[src/rtl/msad_pkg.sv]
package msad_pkg;
  localparam int unsigned BYTE_W_D = 8;
  localparam int unsigned GRP_D    = 4;
  localparam int unsigned LANES_D  = 8;
  localparam int unsigned SUM_W_D  = 16;
  localparam int unsigned OPD_B_D  = 16;

  // Number of bytes a sliding region spans for a given lane count.
  function automatic int unsigned region_bytes(input int unsigned lanes,
                                               input int unsigned grp);
    return lanes + grp - 1;
  endfunction
endpackage

[src/rtl/msad_window_sel.sv]
module msad_window_sel
  import msad_pkg::*;
#(
  parameter int unsigned BYTE_W = BYTE_W_D,
  parameter int unsigned GRP    = GRP_D,
  parameter int unsigned LANES  = LANES_D,
  parameter int unsigned OPD_B  = OPD_B_D
) (
  input  logic [OPD_B*BYTE_W-1:0]       dst_i,
  input  logic [OPD_B*BYTE_W-1:0]       src_i,
  input  logic [1:0]                    grp_sel_i,
  input  logic                          region_hi_i,
  output logic [GRP*BYTE_W-1:0]         ref_o,
  output logic [LANES*GRP*BYTE_W-1:0]   win_o
);
  localparam int unsigned OPD_W    = OPD_B * BYTE_W;
  localparam int unsigned GRP_W    = GRP * BYTE_W;
  localparam int unsigned REGION_B = region_bytes(LANES, GRP);
  localparam int unsigned REGION_W = REGION_B * BYTE_W;

  logic [OPD_W-1:0]    src_shift;
  logic [OPD_W-1:0]    dst_shift;
  logic [REGION_W-1:0] region;

  // Reference group: shift the chosen group down to byte 0.
  always_comb begin
    src_shift = src_i >> (int'(grp_sel_i) * GRP_W);
    ref_o     = src_shift[GRP_W-1:0];
  end

  // Region: starts at byte 0 or at byte GRP.
  always_comb begin
    dst_shift = region_hi_i ? (dst_i >> GRP_W) : dst_i;
    region    = dst_shift[REGION_W-1:0];
  end

  // Each lane's window is one byte further along the region.
  for (genvar k = 0; k < LANES; k++) begin : g_win
    assign win_o[k*GRP_W +: GRP_W] = region[k*BYTE_W +: GRP_W];
  end
endmodule

[src/rtl/msad_lane.sv]
module msad_lane
  import msad_pkg::*;
#(
  parameter int unsigned BYTE_W = BYTE_W_D,
  parameter int unsigned GRP    = GRP_D,
  parameter int unsigned SUM_W  = SUM_W_D
) (
  input  logic [GRP*BYTE_W-1:0] win_i,
  input  logic [GRP*BYTE_W-1:0] ref_i,
  input  logic                  acc_en_i,
  input  logic [SUM_W-1:0]      prev_i,
  output logic [SUM_W-1:0]      lane_o
);
  localparam int unsigned RAW_W   = BYTE_W + $clog2(GRP);
  localparam int unsigned RAW_MAX = GRP * ((1 << BYTE_W) - 1);

  logic [BYTE_W-1:0] diff [GRP];
  logic [RAW_W-1:0]  raw;
  logic [SUM_W:0]    wide;

  for (genvar g = 0; g < GRP; g++) begin : g_diff
    logic [BYTE_W-1:0] a_b, r_b;
    assign a_b     = win_i[g*BYTE_W +: BYTE_W];
    assign r_b     = ref_i[g*BYTE_W +: BYTE_W];
    assign diff[g] = (a_b >= r_b) ? (a_b - r_b) : (r_b - a_b);
  end

  always_comb begin
    raw = '0;
    for (int g = 0; g < GRP; g++) raw = raw + RAW_W'(diff[g]);
  end

  // Saturating accumulate: one carry bit beyond the lane width.
  always_comb begin
    wide = {1'b0, prev_i} + (SUM_W+1)'(raw);
    if (acc_en_i) lane_o = wide[SUM_W] ? '1 : wide[SUM_W-1:0];
    else          lane_o = SUM_W'(raw);
  end

  always_comb begin
    p_raw_bound_r5: assert (raw <= RAW_W'(RAW_MAX));
    if (acc_en_i) begin
      p_no_wrap_r6: assert (lane_o >= prev_i);
    end
  end
endmodule

[src/rtl/msad_out_stage.sv]
module msad_out_stage #(
  parameter int unsigned W = 128
) (
  input  logic         clk,
  input  logic         rst_n,
  input  logic         in_valid_i,
  output logic         in_ready_o,
  input  logic [W-1:0] d_i,
  input  logic         out_ready_i,
  output logic         out_valid_o,
  output logic [W-1:0] q_o
);
  logic take;

  assign in_ready_o = !out_valid_o || out_ready_i;
  assign take       = in_valid_i && in_ready_o;

  always_ff @(posedge clk) begin
    if (!rst_n) begin
      out_valid_o <= 1'b0;
      q_o         <= '0;
    end else begin
      if (take) begin
        out_valid_o <= 1'b1;
        q_o         <= d_i;
      end else if (out_ready_i) begin
        out_valid_o <= 1'b0;
      end
    end
  end

  p_latency_r2: assert property (@(posedge clk) disable iff (!rst_n)
    (in_valid_i && in_ready_o) |=> out_valid_o);

  p_hold_r2: assert property (@(posedge clk) disable iff (!rst_n)
    (out_valid_o && !out_ready_i) |=> (out_valid_o && $stable(q_o)));

  p_drain_r1: assert property (@(posedge clk) disable iff (!rst_n)
    (out_valid_o && out_ready_i && !in_valid_i) |=> !out_valid_o);
endmodule

[src/rtl/msad_unit.sv]
module msad_unit
  import msad_pkg::*;
#(
  parameter int unsigned BYTE_W = BYTE_W_D,
  parameter int unsigned GRP    = GRP_D,
  parameter int unsigned LANES  = LANES_D,
  parameter int unsigned SUM_W  = SUM_W_D,
  parameter int unsigned OPD_B  = OPD_B_D
) (
  input  logic                     clk,
  input  logic                     rst_n,
  input  logic                     in_valid,
  output logic                     in_ready,
  input  logic [OPD_B*BYTE_W-1:0]  dst_op,
  input  logic [OPD_B*BYTE_W-1:0]  src_op,
  input  logic [7:0]               imm,
  input  logic                     acc_en,
  input  logic [LANES*SUM_W-1:0]   acc_prev,
  output logic                     out_valid,
  input  logic                     out_ready,
  output logic [LANES*SUM_W-1:0]   out_sums
);
  localparam int unsigned GRP_W = GRP * BYTE_W;
  localparam int unsigned RES_W = LANES * SUM_W;

  logic [GRP_W-1:0]       ref_grp;
  logic [LANES*GRP_W-1:0] windows;
  logic [RES_W-1:0]       next_sums;
  logic                   unused_imm_hi;

  assign unused_imm_hi = ^imm[7:3];

  msad_window_sel #(
    .BYTE_W(BYTE_W), .GRP(GRP), .LANES(LANES), .OPD_B(OPD_B)
  ) u_sel (
    .dst_i       (dst_op),
    .src_i       (src_op),
    .grp_sel_i   (imm[1:0]),
    .region_hi_i (imm[2]),
    .ref_o       (ref_grp),
    .win_o       (windows)
  );

  for (genvar k = 0; k < LANES; k++) begin : g_lane
    msad_lane #(
      .BYTE_W(BYTE_W), .GRP(GRP), .SUM_W(SUM_W)
    ) u_lane (
      .win_i    (windows[k*GRP_W +: GRP_W]),
      .ref_i    (ref_grp),
      .acc_en_i (acc_en),
      .prev_i   (acc_prev[k*SUM_W +: SUM_W]),
      .lane_o   (next_sums[k*SUM_W +: SUM_W])
    );
  end

  msad_out_stage #(.W(RES_W)) u_out (
    .clk         (clk),
    .rst_n       (rst_n),
    .in_valid_i  (in_valid),
    .in_ready_o  (in_ready),
    .d_i         (next_sums),
    .out_ready_i (out_ready),
    .out_valid_o (out_valid),
    .q_o         (out_sums)
  );
endmodule

[config.mk]
export PLATFORM = sky130hd
export DESIGN_NAME = msad_unit
export DESIGN_NICKNAME = d
export VERILOG_FILES = /design/src/rtl/msad_pkg.sv /design/src/rtl/msad_window_sel.sv /design/src/rtl/msad_lane.sv /design/src/rtl/msad_out_stage.sv /design/src/rtl/msad_unit.sv
export SDC_FILE = /design/constraint.sdc
export NUM_CORES = 2
export LEC_CHECK = 0
export BUFFER_PORTS_ARGS = -buffer_cell sky130_fd_sc_hd__buf_2
export CORE_MARGIN = 8
export CORE_UTILIZATION = 25
export DETAILED_ROUTE_END_ITERATION = 8
export PLACE_DENSITY_LB_ADDON = 0.15
export SLEW_MARGIN = 40
export SYNTH_ARGS = -nofsm -noshare
export SYNTH_HDL_FRONTEND = slang
export SYNTH_SLANG_ARGS = --single-unit
[constraint.sdc]
create_clock -name clk -period 8.25 [get_ports clk]
set_clock_uncertainty 0.2 [all_clocks]
set_input_delay 0.4125 -clock clk [delete_from_list [all_inputs] [get_ports clk]]
set_output_delay 0.4125 -clock clk [all_outputs]
set_load 0.01 [all_outputs]
# Yosys cells after proc, flatten, opt, wreduce, memory -nomap -nowiden
# Cells that the tools add are included.
[totals]
output_inout_bits = 130
regBits = 129
wordCells = 186
input_bits = 397
[op_classes]
n_addsub = 96
mux = 51
shifts = 1
magnitude_cmp = 32
n_reduce_logical = 4
[ops]
columns = ["op", "n"]
rows = [
  ["8-bit subtractor", 64],
  ["8-bit >= comparator", 32],
  ["16-bit 2-to-1 mux", 16],
  ["8-bit 2-to-1 mux", 32],
  ["10-bit by 8-bit adder with 10-bit output", 16],
  ["16-bit by 10-bit adder with 17-bit output", 8],
  ["128-bit by 7-bit >> shifter with 32-bit output", 1],
  ["88-bit 2-to-1 mux", 1],
  ["8-bit by 8-bit adder with 9-bit output", 8],
  ["1-bit 2-to-1 mux", 2],
  ["2-bit nonzero test", 1],
  ["1-bit logical AND", 1],
  ["1-bit zero test", 1],
  ["1-bit logical OR", 1],
]

# Depth between registers and ports, before layout
[depth]
depth_word = 9
depth_mapped = 36
mapped_depth_nobuf = 33

# By module
# A second synthesis with hierarchy kept.
[unflattened]
hier_cells = 5388
hier_area_um2 = 42961.2
[modules_own_cells]
columns = ["module", "instances", "cells_per_inst", "area_each_um2", "seq_area_each_um2"]
rows = [
  ["msad_out_stage", 1, 561, 5238.8, 2582.5],
  ["msad_lane at g_lane[2].u_lane", 1, 627, 4712.0, 0.0],
  ["msad_lane at g_lane[4].u_lane", 1, 602, 4583.1, 0.0],
  ["msad_lane at g_lane[0].u_lane", 1, 602, 4576.9, 0.0],
  ["msad_lane at g_lane[6].u_lane", 1, 578, 4449.3, 0.0],
  ["msad_lane at g_lane[3].u_lane", 1, 563, 4266.6, 0.0],
  ["msad_lane at g_lane[1].u_lane", 1, 561, 4209.0, 0.0],
  ["msad_lane at g_lane[7].u_lane", 1, 490, 3908.7, 0.0],
  ["msad_lane at g_lane[5].u_lane", 1, 499, 3881.2, 0.0],
  ["msad_window_sel", 1, 305, 3135.5, 0.0],
]

# Least setup slack after synthesis
# Ideal clock, no wire load.
[synth_path]
kind = "input port to flip-flop"
from = "in imm[0]"
to = "reg u_out.q_o[19]"
n_path_buf = 2
cell_stages = 31
t_arrival_ps = 7731
t_required_ps = 7980
setup_time_ps = 70
setup_slack_ps = 249
cell_sequence = "clkbuf_1 -> buf_2 -> mux4_2 -> inv_1 -> ha_1 -> and4_1 -> nor4_1 -> o21ai_2 -> mux2i_1 -> xor2_1 -> ha_1 -> a21oi_1 -> o21ai_0 -> a21oi_1 -> xor2_1 -> fa_1 -> inv_1 -> ha_1 -> nand3_1 -> o211ai_1 -> or4_1 -> o311a_1 -> xor2_1 -> ha_1 -> and3_1 -> o21ai_0 -> o211a_1 -> or3_1 -> nand2_2 -> o221ai_1 -> a21oi_1"
[synth_via]
elab_chain_cells = 9
elab_cells_between_ends = 23
classes_between = "12 x add/sub; 4 x order compare; 1 x shift; 6 x mux"
[synth_lines]
columns = ["element", "line", "rtl"]
rows = [
  ["start: declaration", "msad_unit.sv:16", "input logic [7:0] imm,"],
  ["128-bit by 7-bit >> shifter with 32-bit output (*)", "msad_window_sel.sv:27", "src_shift = src_i >> (int'(grp_sel_i) * GRP_W);"],
  ["8-bit subtractor or 8-bit >= comparator (tied branches)", "msad_lane.sv:25", "assign diff[g] = (a_b >= r_b) ? (a_b - r_b) : (r_b - a_b);"],
  ["8-bit 2-to-1 mux", "msad_lane.sv:25", ""],
  ["8-bit by 8-bit adder with 9-bit output", "msad_lane.sv:30", "for (int g = 0; g < GRP; g++) raw = raw + RAW_W'(diff[g]);"],
  ["10-bit by 8-bit adder with 10-bit output", "msad_lane.sv:30", ""],
  ["10-bit by 8-bit adder with 10-bit output (*)", "msad_lane.sv:30", ""],
  ["16-bit by 10-bit adder with 17-bit output", "msad_lane.sv:35", "wide = {1'b0, prev_i} + (SUM_W+1)'(raw);"],
  ["16-bit 2-to-1 mux", "msad_lane.sv:36", "if (acc_en_i) lane_o = wide[SUM_W] ? '1 : wide[SUM_W-1:0];"],
  ["16-bit 2-to-1 mux (*)", "msad_lane.sv:36", ""],
  ["end signal: assignment", "msad_out_stage.sv:25", "q_o <= d_i;"],
  ["end: declaration", "msad_out_stage.sv:11", "output logic [W-1:0] q_o"],
]
# Mark *: on every way between the ends. The rest lies on a longest branch, timed or not.
# A chain may end at the register's enable or synchronous reset.

# Final worst setup path
[layout_path]
from = "in imm[0]"
to = "reg u_out.q_o[31]"
[layout_via]
elab_chain_cells = 9
elab_cells_between_ends = 23
classes_between = "12 x add/sub; 4 x order compare; 1 x shift; 6 x mux"
[layout_lines]
columns = ["element", "line"]
rows = [
  ["128-bit by 7-bit >> shifter with 32-bit output (*)", "msad_window_sel.sv:27"],
  ["8-bit subtractor or 8-bit >= comparator (tied branches)", "msad_lane.sv:25"],
  ["8-bit 2-to-1 mux", "msad_lane.sv:25"],
  ["8-bit by 8-bit adder with 9-bit output", "msad_lane.sv:30"],
  ["10-bit by 8-bit adder with 10-bit output", "msad_lane.sv:30"],
  ["10-bit by 8-bit adder with 10-bit output (*)", "msad_lane.sv:30"],
  ["16-bit by 10-bit adder with 17-bit output (*)", "msad_lane.sv:35"],
  ["16-bit 2-to-1 mux (*) (2 in series)", "msad_lane.sv:36"],
]
# Marked as above.

==> impl_metrics.json <==
{
  "status": "finished, final reports clean",
  "syn_area_mm2": 0.03556,
  "die_y_um": 393.2,
  "dr_wl_met2_um": 73250,
  "cp.arrival_ns": 7.99,
  "nets": 6537,
  "synth_area_leaders": "ha_1 24%, fa_1 8.6%, mux2i_1 8.0%, dfxtp_1 7.3%, o21ai_0 5.5%",
  "h-tree-depth": 4,
  "ys_warn_count": 0,
  "antenna_left": 0,
  "layout-drive-gt1-share_pct": 23.66,
  "yosysTopAreaCell": "ha_1",
  "maxSlewViolCount": 0,
  "grt_pass1_vias": 35420,
  "clk_latency_ns": 0.44,
  "ys_seq_area_share_pct": 7.262,
  "path_clk_slew_ns": 0.06,
  "whs_ns": 0.06034,
  "cp-end-kind": "register",
  "grt_pass1_wl_um": 246700,
  "placed_area_mm2": 0.04466,
  "r2r-start": "u_out.out_valid_o",
  "hold-path-cell-count": 3,
  "highest-signal-layer": "met5",
  "clockBufferDepth": 2,
  "io_pins": 527,
  "critical_path_class": "input pin to register",
  "ys_ff_latch": 129,
  "max_cap_viol_count": 0,
  "via_count": 35870,
  "layout_common_cells": "696 x ha_1, 553 x buf_4, 511 x buf_2",
  "max_clock_freq_mhz": 127.3,
  "rr_worst_depth": 8,
  "clock-root-buffer": "clkbuf_16",
  "start_kind": "input pin",
  "dieArea_mm2": 0.1546,
  "syn_to_final_growth_pct": 27.51,
  "hold_viol_final": 0,
  "fillCellCount": 15260,
  "worstReg2RegEnd": "u_out.q_o[8]",
  "wl_met3_um": 12640,
  "synth_top_area_share_pct": 24.49,
  "crit_fanout": 7,
  "wl_per_cell_um": 24.29,
  "grt_usage_pct": 21.63,
  "synth_async_sr_flop_share_pct": 0,
  "dpl.hpwl_um": 153200,
  "portBuffers": 513,
  "drt_iter0_markers": 2517,
  "wl_um": 174900,
  "gp_congestion": 0.9390,
  "synthCells": 4258,
  "setup_violations": 0,
  "dr.pass1.iters": 7,
  "slew-limit-headroom_pct": 47.10,
  "viasPerCell": 4.982,
  "required_ns": 8.39,
  "slowest_stage": "mux4_2",
  "avgSynthCellArea_um2": 8.351,
  "worstHoldStart": "in_valid",
  "grt_max_degree": 71,
  "grt_antenna_before_repair": 13,
  "synth_ff_type": "dfxtp_1",
  "route.layer.met1.wl_um": 83760,
  "die_x_um": 393.2,
  "startpoint": "imm[0]",
  "grt_overflow": 0,
  "min_path_type": "input pin to register",
  "cts_tree": "built",
  "rsz0062_at_grt": "yes",
  "critPathMaxStageDelay_ns": 0.69,
  "min_period_ns": 7.855,
  "final_cell_area_mm2": 0.04534,
  "synth_enable_flop_cells": 0,
  "rrSetupSlack_ns": 5.28,
  "syn-num-nets": 5503,
  "drc": 0,
  "fin_crit_sh_pct": 95.21,
  "setup_ws_ns": 0.3950,
  "cts_sinks": 129,
  "core_mm2": 0.1414,
  "synth_cell_types": 81,
  "post-route-util_pct": 32.06,
  "initial_core_util_pct": 25.15,
  "cts_buffers": 17,
  "preCtsSetupSlack_ns": -0.004098,
  "ctsHoldBuffers": 0,
  "final_common_cell": "ha_1",
  "crit_path_frequent_cell": "a21o_1",
  "rows": 138,
  "min_to": "u_out.out_valid_o",
  "worst_pin_slew_ns": 0.7926
}
## synth_stat cells, types with 50 or more instances
cell type / n
ha_1: 696
o21ai_0: 390
a21oi_1: 320
inv_1: 291
mux2i_1: 283
nor2_1: 227
xnor2_1: 199
nand2_1: 183
xor2_1: 156
a21o_1: 155
fa_1: 152
nor2b_1: 150
dfxtp_1: 129
nand2b_1: 127
nor3_1: 90
o21bai_1: 81
o21a_1: 51
clkbuf_1: 50
## metrics by stage
stage / setup TNS (ns) / cells
final: 0 / 7201
after global routing: -0.0008296 / 7196
after CTS: 0 / 7191
after detailed placement: -0.004174 / 7160
after global placement: -0.03338 / 7160
after floorplan: 0 / 4258
## worst max-delay path by stage
stage                          endpoint  slack [ns]  cells past startpoint
after global placement    u_out.q_o[31]       -0.01                     33
after global routing      u_out.q_o[20]     -0.0008                     34
after floorplan           u_out.q_o[19]        0.25                     31
final                     u_out.q_o[31]        0.39                     34
after detailed placement  u_out.q_o[25]      -0.004                     35
after CTS                 u_out.q_o[25]        0.43                     35
## worst max-delay path, delay by kind of cell
kind	cells	cell delay, ns
adders and majority gates	6	2.43
AOI/OAI and AO/OA	12	1.96
muxes	3	1.38
buffers and inverters	5	0.61
and+or+nand+nor	6	0.63
xor gates and xnor gates	2	0.56
## registers in the layout, summed over array words and instances, names as in the netlist
register and cells:
u_out.out_valid_o 1, u_out.q_o 128
## layout make-up
type	count	area, um^2	share of cell area (%)
Multi-Input combinational cell	3772	31680	69.86
Timing Repair Buffer	1080	7020	15.48
Sequential cell	129	2582	5.695
Tap cell	1890	2365	5.215
Inverter	292	1096	2.417
Clock buffer	19	452.9	0.9989
Clock inverter	12	133.9	0.2953
Antenna cell	7	17.52	0.03863
## per-layer routing
layer,global-route usage [%],vias up
li1,-,17420
met1,30.45,17050
met2,33.18,1232
met3,4.637,164
met4,5.922,4
met5,0,-
## kinds of logic after synthesis
family | share of synthesized area (%)
AOI/OAI and AO/OA | 21.98
xor gates and xnor gates | 8.744
adders and majority gates | 33.05
buffers and inverters | 3.877
DFF | 7.262
muxes | 11.35
and+or+nand+nor | 13.73
## what timing repair did
item / CTS / global route
setup endpoints to repair: 0 / 47
buffers inserted: 0 / 3
gates resized for setup: 0 / 18
Power is not shown: default switching activity piles up to over one toggle a cycle in this logic, so the estimate is an artifact.
